`src/rtl/ser_word_tx_pkg.sv`:
```
package ser_word_tx_pkg;

    typedef enum logic {
        FS_PULSE = 1'b0,
        FS_LEVEL = 1'b1
    } fs_style_e;

endpackage

```
`src/rtl/ser_word_tx_clkgen.sv`:
```
module ser_word_tx_clkgen #(
    parameter int SLOW_DIV = 2
) (
    input  logic clk,
    input  logic rst_n,
    input  logic cfg_half_rate,
    input  logic cfg_edge_rise,
    input  logic fsync_in,
    output logic period_end,
    output logic sclk
);
    localparam int PH_W = $clog2(2 * SLOW_DIV);

    typedef struct packed {
        logic [PH_W-1:0] ph;
    } clk_state_t;

    clk_state_t s_d, s_q;
    logic [PH_W:0] half_len;
    logic [PH_W:0] last_ph;
    logic          wrap;
    logic          second_half;

    always_comb begin
        s_d         = s_q;
        half_len    = cfg_half_rate ? (PH_W+1)'(SLOW_DIV) : (PH_W+1)'(1);
        last_ph     = (half_len << 1) - 1'b1;
        wrap        = {1'b0, s_q.ph} >= last_ph;
        second_half = {1'b0, s_q.ph} >= half_len;
        if (fsync_in || wrap) begin
            s_d.ph = '0;
        end else begin
            s_d.ph = s_q.ph + 1'b1;
        end
        period_end = wrap && !fsync_in;
        sclk       = cfg_edge_rise ? second_half : !second_half;
    end

    always_ff @(posedge clk or negedge rst_n) begin
        if (!rst_n) begin
            s_q <= '0;
        end else begin
            s_q <= s_d;
        end
    end

    // at full rate the bit clock changes level on every core clock edge
    a_r3_full_rate_toggle: assert property (@(posedge clk) disable iff (!rst_n)
        (!cfg_half_rate && !fsync_in) |=>
            (sclk != $past(sclk)) || (cfg_edge_rise != $past(cfg_edge_rise))
            || (cfg_half_rate != $past(cfg_half_rate)));

    // alignment restarts the period in its first half
    a_r10_phase_restart: assert property (@(posedge clk) disable iff (!rst_n)
        fsync_in |=> (s_q.ph == '0));

endmodule

```
`src/rtl/ser_word_tx_framer.sv`:
```
module ser_word_tx_framer #(
    parameter int WORD_W = 16
) (
    input  logic              clk,
    input  logic              rst_n,
    input  logic              period_end,
    input  logic              fsync_in,
    input  logic              cfg_long_frame,
    input  logic              word_valid,
    input  logic [WORD_W-1:0] word_data,
    output logic              active,
    output logic              first_bit,
    output logic              data_phase,
    output logic              msb
);
    localparam int CNT_W = $clog2(2 * WORD_W);

    typedef struct packed {
        logic              active;
        logic [CNT_W-1:0]  bitn;
        logic [WORD_W-1:0] shreg;
        logic              pend;
        logic [WORD_W-1:0] pend_word;
    } frm_state_t;

    frm_state_t       s_d, s_q;
    logic [CNT_W-1:0] last_bit;

    always_comb begin
        s_d      = s_q;
        last_bit = cfg_long_frame ? CNT_W'(2 * WORD_W - 1) : CNT_W'(WORD_W - 1);
        if (fsync_in) begin
            s_d.active = 1'b0;
            s_d.bitn   = '0;
            s_d.shreg  = '0;
        end else if (period_end) begin
            if (s_q.active && (s_q.bitn != last_bit)) begin
                s_d.bitn  = s_q.bitn + 1'b1;
                s_d.shreg = s_q.shreg << 1;
            end else begin
                s_d.active = s_q.pend;
                s_d.bitn   = '0;
                s_d.shreg  = s_q.pend ? s_q.pend_word : '0;
                s_d.pend   = 1'b0;
            end
        end
        if (word_valid) begin
            s_d.pend      = 1'b1;
            s_d.pend_word = word_data;
        end
    end

    always_ff @(posedge clk or negedge rst_n) begin
        if (!rst_n) begin
            s_q <= '0;
        end else begin
            s_q <= s_d;
        end
    end

    assign active     = s_q.active;
    assign first_bit  = s_q.active && (s_q.bitn == '0);
    assign data_phase = s_q.active && (s_q.bitn < CNT_W'(WORD_W));
    assign msb        = s_q.shreg[WORD_W-1];

    // a frame that has not reached its last bit keeps running
    a_r9_frame_holds: assert property (@(posedge clk) disable iff (!rst_n)
        (s_q.active && (s_q.bitn != last_bit) && !fsync_in) |=> s_q.active);

    // alignment cancels the frame in flight
    a_r10_abort: assert property (@(posedge clk) disable iff (!rst_n)
        fsync_in |=> (!s_q.active && (s_q.bitn == '0)));

    // the padding periods carry only zeros
    a_r5_pad_zero: assert property (@(posedge clk) disable iff (!rst_n)
        (s_q.active && (s_q.bitn >= CNT_W'(WORD_W))) |-> (s_q.shreg == '0));

    // a frame only starts from a held word
    a_r8_start_from_pend: assert property (@(posedge clk) disable iff (!rst_n)
        $rose(s_q.active) |-> $past(s_q.pend));

endmodule

```
`src/rtl/ser_word_tx_outfmt.sv`:
```
module ser_word_tx_outfmt
    import ser_word_tx_pkg::*;
(
    input  logic      active,
    input  logic      first_bit,
    input  logic      data_phase,
    input  logic      msb,
    input  fs_style_e fs_style,
    input  logic      oe_in,
    input  logic      slot_sel,
    output logic      sdata,
    output logic      fsync_out,
    output logic      sdata_oe
);
    always_comb begin
        sdata     = active && msb;
        fsync_out = (fs_style == FS_LEVEL) ? !data_phase : first_bit;
        sdata_oe  = (oe_in == slot_sel);
    end

    // idle line carries no data
    always_comb begin
        if (!active) begin
            a_r12_idle_low: assert (!sdata);
        end
    end

endmodule

```
`src/rtl/ser_word_tx.sv`:
```
module ser_word_tx
    import ser_word_tx_pkg::*;
#(
    parameter int WORD_W   = 16,
    parameter int SLOW_DIV = 2
) (
    input  logic              clk,
    input  logic              rst_n,
    input  logic              word_valid,
    input  logic [WORD_W-1:0] word_data,
    input  logic              cfg_edge_rise,
    input  logic              cfg_frame_level,
    input  logic              cfg_long_frame,
    input  logic              cfg_half_rate,
    input  logic              oe_in,
    input  logic              slot_sel,
    input  logic              fsync_in,
    output logic              sclk,
    output logic              sdata,
    output logic              sdata_oe,
    output logic              fsync_out
);
    logic      period_end;
    logic      active;
    logic      first_bit;
    logic      data_phase;
    logic      msb;
    fs_style_e fs_style;

    assign fs_style = fs_style_e'(cfg_frame_level);

    ser_word_tx_clkgen #(
        .SLOW_DIV (SLOW_DIV)
    ) clkgen_i (
        .clk           (clk),
        .rst_n         (rst_n),
        .cfg_half_rate (cfg_half_rate),
        .cfg_edge_rise (cfg_edge_rise),
        .fsync_in      (fsync_in),
        .period_end    (period_end),
        .sclk          (sclk)
    );

    ser_word_tx_framer #(
        .WORD_W (WORD_W)
    ) framer_i (
        .clk            (clk),
        .rst_n          (rst_n),
        .period_end     (period_end),
        .fsync_in       (fsync_in),
        .cfg_long_frame (cfg_long_frame),
        .word_valid     (word_valid),
        .word_data      (word_data),
        .active         (active),
        .first_bit      (first_bit),
        .data_phase     (data_phase),
        .msb            (msb)
    );

    ser_word_tx_outfmt outfmt_i (
        .active     (active),
        .first_bit  (first_bit),
        .data_phase (data_phase),
        .msb        (msb),
        .fs_style   (fs_style),
        .oe_in      (oe_in),
        .slot_sel   (slot_sel),
        .sdata      (sdata),
        .fsync_out  (fsync_out),
        .sdata_oe   (sdata_oe)
    );

endmodule

```
`config.mk`:
```
export PLATFORM = sky130hd
export DESIGN_NAME = ser_word_tx
export DESIGN_NICKNAME = d
export VERILOG_FILES = /design/src/rtl/ser_word_tx_pkg.sv /design/src/rtl/ser_word_tx_clkgen.sv /design/src/rtl/ser_word_tx_framer.sv /design/src/rtl/ser_word_tx_outfmt.sv /design/src/rtl/ser_word_tx.sv
export SDC_FILE = /design/constraint.sdc
export NUM_CORES = 1
export LEC_CHECK = 0
export BUFFER_PORTS_ARGS = -buffer_cell sky130_fd_sc_hd__buf_2
export CORE_AREA = 8 8 80 82
export CTS_CLUSTER_SIZE = 25
export DETAILED_ROUTE_END_ITERATION = 7
export DIE_AREA = 0 0 88 90
export PLACE_DENSITY_LB_ADDON = 0.3
export SLEW_MARGIN = 0
export SYNTH_ARGS = -nofsm -noshare
export SYNTH_HDL_FRONTEND = slang
export SYNTH_SLANG_ARGS = --single-unit
```
`constraint.sdc`:
```
create_clock -name clk -period 3.28 [get_ports clk]
set_clock_uncertainty 0.2 [all_clocks]
set_input_delay 0.328 -clock clk [delete_from_list [all_inputs] [get_ports clk]]
set_output_delay 0.328 -clock clk [all_outputs]
set_load 0.05 [all_outputs]
```
==> impl_results.md, run 1 <==
- Status: complete, but fails checks
- Failing checks: negative hold slack
- Post-cts sizing count: 0
- Tmin final: between 2000 and 2500 ps
- Yosys warns: 0
- Tightest Pin Transition: 916 ps
- Worst EP required: roughly 2800 ps
- Area of the core: between 5000 and 6000 um2
- Post-Syn Instances: around 190
- Post-synthesis register bit count: approximately 40
- Inst Count DP: approximately 280
- Register area share after synthesis: a little over 50%
- Area leader, netlist: dfrtp_1
- Commonest cells after routing, fill and taps aside: dfrtp_1 (41), buf_2 (29), nand2_1 (24), nand3_1 (24)
- Clock Pin Slew Worst Setup and Hold Paths: 80 ps
- Row cnt: 27
- Die height: around 90 um
- Starting density of the core: 38.5%
- TNS Setup: 0 ps
- Hold Violations, Final: 41
- Ant diodes: 0
- Drt pass-1 iters: 4
- Net count reported at finish: 240
- Max Cap Viol: 0
- Total chip power: between 1 and 1.5 mW
- RePlAce Congestion: 0.691
- Vias per cell: 4.97
- Power Density: 541 nW/um2
- Finish-stage setup viols: 0
- WL/cell: between 10 and 15 um
- Most common cell after layout, fill and taps aside: dfrtp_1
- Max Transition Viols Final: 0
- DRC viols: 0
- P&R area growth vs syn: 11.6%
- WL final: between 3 and 4 mm
- Initial antenna violation count: 0
- CTS H-Tree Depth: 2
- Setup Buffers After CTS: 0
- Non-Filler Instances: roughly 280
- Worst R2R Path Depth: 5
- Yosys top cell area share: 50.8%
- Worst-path maximum fanout: 5
- Critical Path Source Type: register
- Element type at the critical path end: primary output
- CTS max path bufs: 2
- # IOs: 30
- Post-Syn Area per Cell: approximately 11 um2
- Die ar.: ~7900 um2
- Netlist cell types: 31
- Clock Sinks: 41
- TritonCTS Buffers: 5
- Unrepaired setup endpoints after global routing: false
- DP HPWL: ~2.6 mm
- First-pass GRT wire length: roughly 6.9 mm
- Leak Pwr: roughly 1.0 nW
- Worst-Skew Late Latency: just under 300 ps
- Max Fclk: roughly 0.42 GHz
- Synthesized area: approximately 2000 um2
- Pin count of the biggest net entering global routing: 42
- Worst-case vdd ir drop: around 340 uV
- Number of global-route vias before repair: roughly 1500
- Antenna Nets Post-Route: 0
- Period utilization: 71.9%
- Congestion Overflow GR: 0
- Initial DRC count: slightly below 60
- Hold_buf cts: 0
- Width of the die: slightly below 90 um
- WP data arrival: between 1500 and 2000 ps
- Hold Crit Class: primary input to async pin
- Final hold slack: -34.8 ps
- CTS tree: done
- Post-Syn Nets: between 200 and 250
- Port Buffers: 29
- CP Class: register to primary output
- Slew headroom: 38.9%
- Layout cell share with drive strength beyond 1: approximately a third
- GRT Util Overall: approximately 11%
- Root Driver: clkbuf_8
- Routed vias: 1407
- Synth top area cells: dfrtp_1 (51%), mux2_2 (8.4%), nand3_1 (6.0%)
## area by class of cell
class | count | area [um2]
fill | 520 | 2980
sequential | 41 | 1030
multi-input combinational | 125 | 867
timing repair buffer | 31 | 160
tap | 72 | 90.1
clock buffer | 5 | 68.8
inverter | 6 | 22.5
clock inverter | 3 | 17.5
## report_power, final
part,total (mW),internal [mW],switching [mW]
registers,0.605,0.560,0.0455
clock network,0.323,0.147,0.176
logic,0.291,0.0923,0.199
## synth_stat cells, drive strengths merged
| cell type | instances |
|---|---|
| and2 | 2 |
| a21oi | 4 |
| buf | 12 |
| inv | 6 |
| ha | 4 |
| nand2b | 2 |
| o211ai | 1 |
| clkbuf | 2 |
| dfrtp | 41 |
| nand3 | 34 |
| a32o | 1 |
| o21ai | 6 |
| nand4 | 15 |
| xor2 | 3 |
| o21a | 1 |
| nor2b | 1 |
| a21o | 1 |
| o31ai | 2 |
| nor2 | 1 |
| xnor2 | 1 |
| nor3 | 3 |
| a211oi | 1 |
| mux2 | 15 |
| or4b | 2 |
| or2b | 1 |
| nand2 | 24 |
## critical path, stage by stage, from the launching register on
cell,delay [ps]
dfrtp_1,480
inv_1,80
ha_1,260
nand2b_1,130
a21oi_1,160
xor2_1,150
buf_2,280
## final timing paths
| path | endpoint | from | slack, ps |
|---|---|---|---|
| setup / recovery | sclk | clkgen_i.s_q[0] | 920 |
| hold / removal | framer_i.s_q[23] | rst_n | -30 |
| setup reg to reg | framer_i.s_q[16] | clkgen_i.s_q[1] | 1180 |
| hold reg to reg | framer_i.s_q[30] | framer_i.s_q[30] | 300 |
| max in group asynchronous | framer_i.s_q[11] | rst_n | 2340 |
| min in group clk | framer_i.s_q[0] | word_data[0] | 40 |
## stage by stage
stage | setup slack, ps | instance area [um2] | hold slack [ps] | util (%)
after floorplan | 926 | 2020 | -168 | -
after global placement | 1140 | 2170 | 277 | 41.4
after detailed placement | 1100 | 2170 | 279 | 41.4
after CTS | 889 | 2250 | 4.63 | 43.0
after global routing | 781 | 2250 | 38.1 | 43.0
final | 920 | 2250 | -34.8 | 43.0
## routing by layer
layer,track usage (%),share of wire (%)
met1,14.0,50
met2,16.4,46
met3,3.09,3.4
met4,3.44,1.2
met5,0,0
## kinds of logic (layout without fill, tap and decap cells)
kind of cell / after synthesis / after routing / share of synthesized area, %
compound gates: 17 / 17 / 6.01
xor+xnor: 4 / 4 / 1.74
fa+ha+maj: 4 / 4 / 2.48
buf+inv: 20 / 45 / 6.20
flops: 41 / 41 / 50.8
mux: 15 / 15 / 8.37
simple gates: 85 / 85 / 24.4
## sequential cells by signal, indices dropped and copies added (netlist names)
signal / flops
clkgen_i.s_q: 2
framer_i.active: 1
framer_i.msb: 1
framer_i.s_q: 37
No activity file was read; power rests on OpenSTA's default activity.
==> inputs of run 2 (changes only) <==
==> constraint.sdc (replaced) <==
create_clock -name clk -period 2.1 [get_ports clk]
set_clock_uncertainty 0.2 [all_clocks]
set_input_delay 0.21 -clock clk [delete_from_list [all_inputs] [get_ports clk]]
set_output_delay 0.21 -clock clk [all_outputs]
set_load 0.05 [all_outputs]
==> impl_results.md, run 2 (synthesized netlist as in run 1, its figures left out) <==
- Status: finished clean
- Post-route cell area: 2530 um2 (+12%)
- Die height: 90 um (unchanged)
- Initial DRC count: 75 (+27%)
- Area of the core: 5240 um2 (unchanged)
- Crit path from: framer_i.s_q[33]
- Port Buffers: 29 (unchanged)
- Hold Violations, Final: 0 (-100%)
- Slew headroom: 63.5% (+25 points)
- WP data arrival: 1630 ps (-200 ps)
- Sw Share: 31.5% (-3.0 points)
- Worst-case vdd ir drop: 478 uV (+41%)
- Antenna Nets Post-Route: 0 (unchanged)
- CTS tree: done
- Most common cell after layout, fill and taps aside: dfrtp_1
- P_int: 1.43 mW (+79%)
- CTS H-Tree Depth: 2 (unchanged)
- GRT Util Overall: 11.4% (+0.70 points)
- Grt met3 use: 3.28% (+0.18 points)
- WL/cell: 13.0 um (-3.2%)
- GR Util met1: 14.6% (+0.60 points)
- TritonCTS Buffers: 5 (unchanged)
- Max Transition Viols Final: 0 (unchanged)
- Gr busiest metal: met2
- Starting density of the core: 38.5% (unchanged)
- Die ar.: 7920 um2 (unchanged)
- Sequential power share: 45.0% (-4.7 points)
- R2R setup slack: 220 ps (-960 ps)
- P&R area growth vs syn: 25.4%
- Power Density: 825 nW/um2 (+52%)
- Worst hold path startpoint: fsync_in
- Element type at the critical path end: primary output
- DP HPWL: 2.71 mm (+4.4%)
- Width of the die: 88 um (unchanged)
- DRC viols: 0 (unchanged)
- CP Class: register to primary output
- Worst EP required: 1690 ps (-1060 ps)
- Core Util, Final: 48.3% (+5.3 points)
- Max Fclk: a little under 0.5 GHz
- Critical Path Source Type: register
- Max reg flops: 37 (unchanged)
- Clock share of power: 28.7% (+2.2 points)
- # IOs: 30 (unchanged)
- Initial antenna violation count: 0 (unchanged)
- Root Driver: clkbuf_8
- Unrepaired setup endpoints after global routing: true
- Crit Reg-Reg Startpoint: clkgen_i.s_q[1]
- Combinational Power Share: 26.3% (+2.4 points)
- First-pass GRT wire length: 7.39 mm (+6.3%)
- Pin count of the biggest net entering global routing: 42 (unchanged)
- WL final: 4.01 mm (+5.3%)
- Worst-path maximum fanout: 2 (-3)
- Psw: 0.658 mW (+57%)
- Row cnt: 27 (unchanged)
- Finish-stage setup viols: 0 (unchanged)
- Congestion Overflow GR: 0 (unchanged)
- CTS max path bufs: 2 (unchanged)
- Period utilization: between 90% and 100%
- Commonest cells after routing, fill and taps aside: dfrtp_1 (41), buf_2 (27), nand2_1 (24), nand3_1 (24), dlygate4sd3_1 (17)
- Max Cap Viol: 0 (unchanged)
- Layout cell share with drive strength beyond 1: 33.5% (+1.2 points)
- Clock Sinks: 41 (unchanged)
- Drt pass-1 iters: 4 (unchanged)
- Biggest regs: framer_i.s_q x37, clkgen_i.s_q x2
- RePlAce Congestion: 0.749 (+8.3%)
- Net count reported at finish: 266 (+11%)
- Ant diodes: 0 (unchanged)
- Placed inst area: 2230 um2 (+2.9%)
- Worst-Skew Late Latency: 290 ps (about the same)
- Met2 Use GR: 18.0% (+1.6 points)
- Tightest Pin Transition: 548 ps (-368 ps)
- Number of global-route vias before repair: 1594 (+8.7%)
- Routed vias: 1491 (+6.0%)
- Largest register by flop count: framer_i.s_q
- Hold Crit Class: primary input to register
- Vias per cell: 4.84 (-2.6%)
- Tmin final: a little over 2000 ps
- Leak Pwr: 1.14 nW (+13%)
- Clock Pin Slew Worst Setup and Hold Paths: 70 ps (about the same)
[run 2: final cells by class]
type                    instances  area (um2)
repair buffers                 57         407
clock inverters                 2        35.0
fillers                       474        2710
well taps                      72        90.1
clock buffers                   5        68.8
inverters                       6        22.5
multi-input cells             125         882
flip-flops and latches         41        1030
[run 2: stage by stage]
| stage | hold WS (ps) | setup TNS [ps] | power, mW | std cells | worst slack, ps |
|---|---|---|---|---|---|
| finish | 46.8 | 0 | 2.09 | 308 | 55.3 |
| global route | 52.4 | -52.3 | 2.22 | 308 | -52.3 |
| CTS | 42.8 | -9.83 | 2.11 | 306 | -9.83 |
| detailed placement | 106 | 0 | 1.46 | 282 | 241 |
| global placement | 117 | 0 | 1.46 | 282 | 276 |
| floorplan | -286 | 0 | 1.35 | 186 | 75.3 |
[run 2: final timing paths]
kind                                    end  cells past startpoint
setup reg to reg           framer_i.s_q[36]                      5
min in group asynchronous  framer_i.s_q[37]                      3
hold reg to reg            framer_i.s_q[28]                      2
hold / removal              clkgen_i.s_q[0]                      2
max in group asynchronous  framer_i.s_q[23]                      3
setup / recovery                  fsync_out                      5
[run 2: power by group through the flow]
stage	clock (mW)	combinational (mW)	sequential, mW
3_3_place_gp	0	0.502	0.958
3_5_place_dp	0	0.506	0.958
2_1_floorplan	0	0.417	0.934
6_report	0.599	0.550	0.941
4_1_cts	0.621	0.545	0.943
5_1_grt	0.655	0.607	0.955
[run 2: repair_timing]
action,in CTS,in global routing
endpoints found under the hold margin,57,0
setup endpoints to repair,2,2
setup buffers,0,2
gates resized for setup,3,1
hold buffers,17,0
[run 2: critical path, stage by stage (launching register included)]
cell     delay (ps)
dfrtp_1         380
inv_1            80
ha_1            130
or4b_1          440
o21ai_2         140
buf_6           170
[run 2: per-layer routing]
layer / vias to the layer above / part of all wire, %
met3: 6 / 4.1
met1: 707 / 47
li1: 755 / -
met5: - / 0
met2: 23 / 48
met4: 0 / 1.2
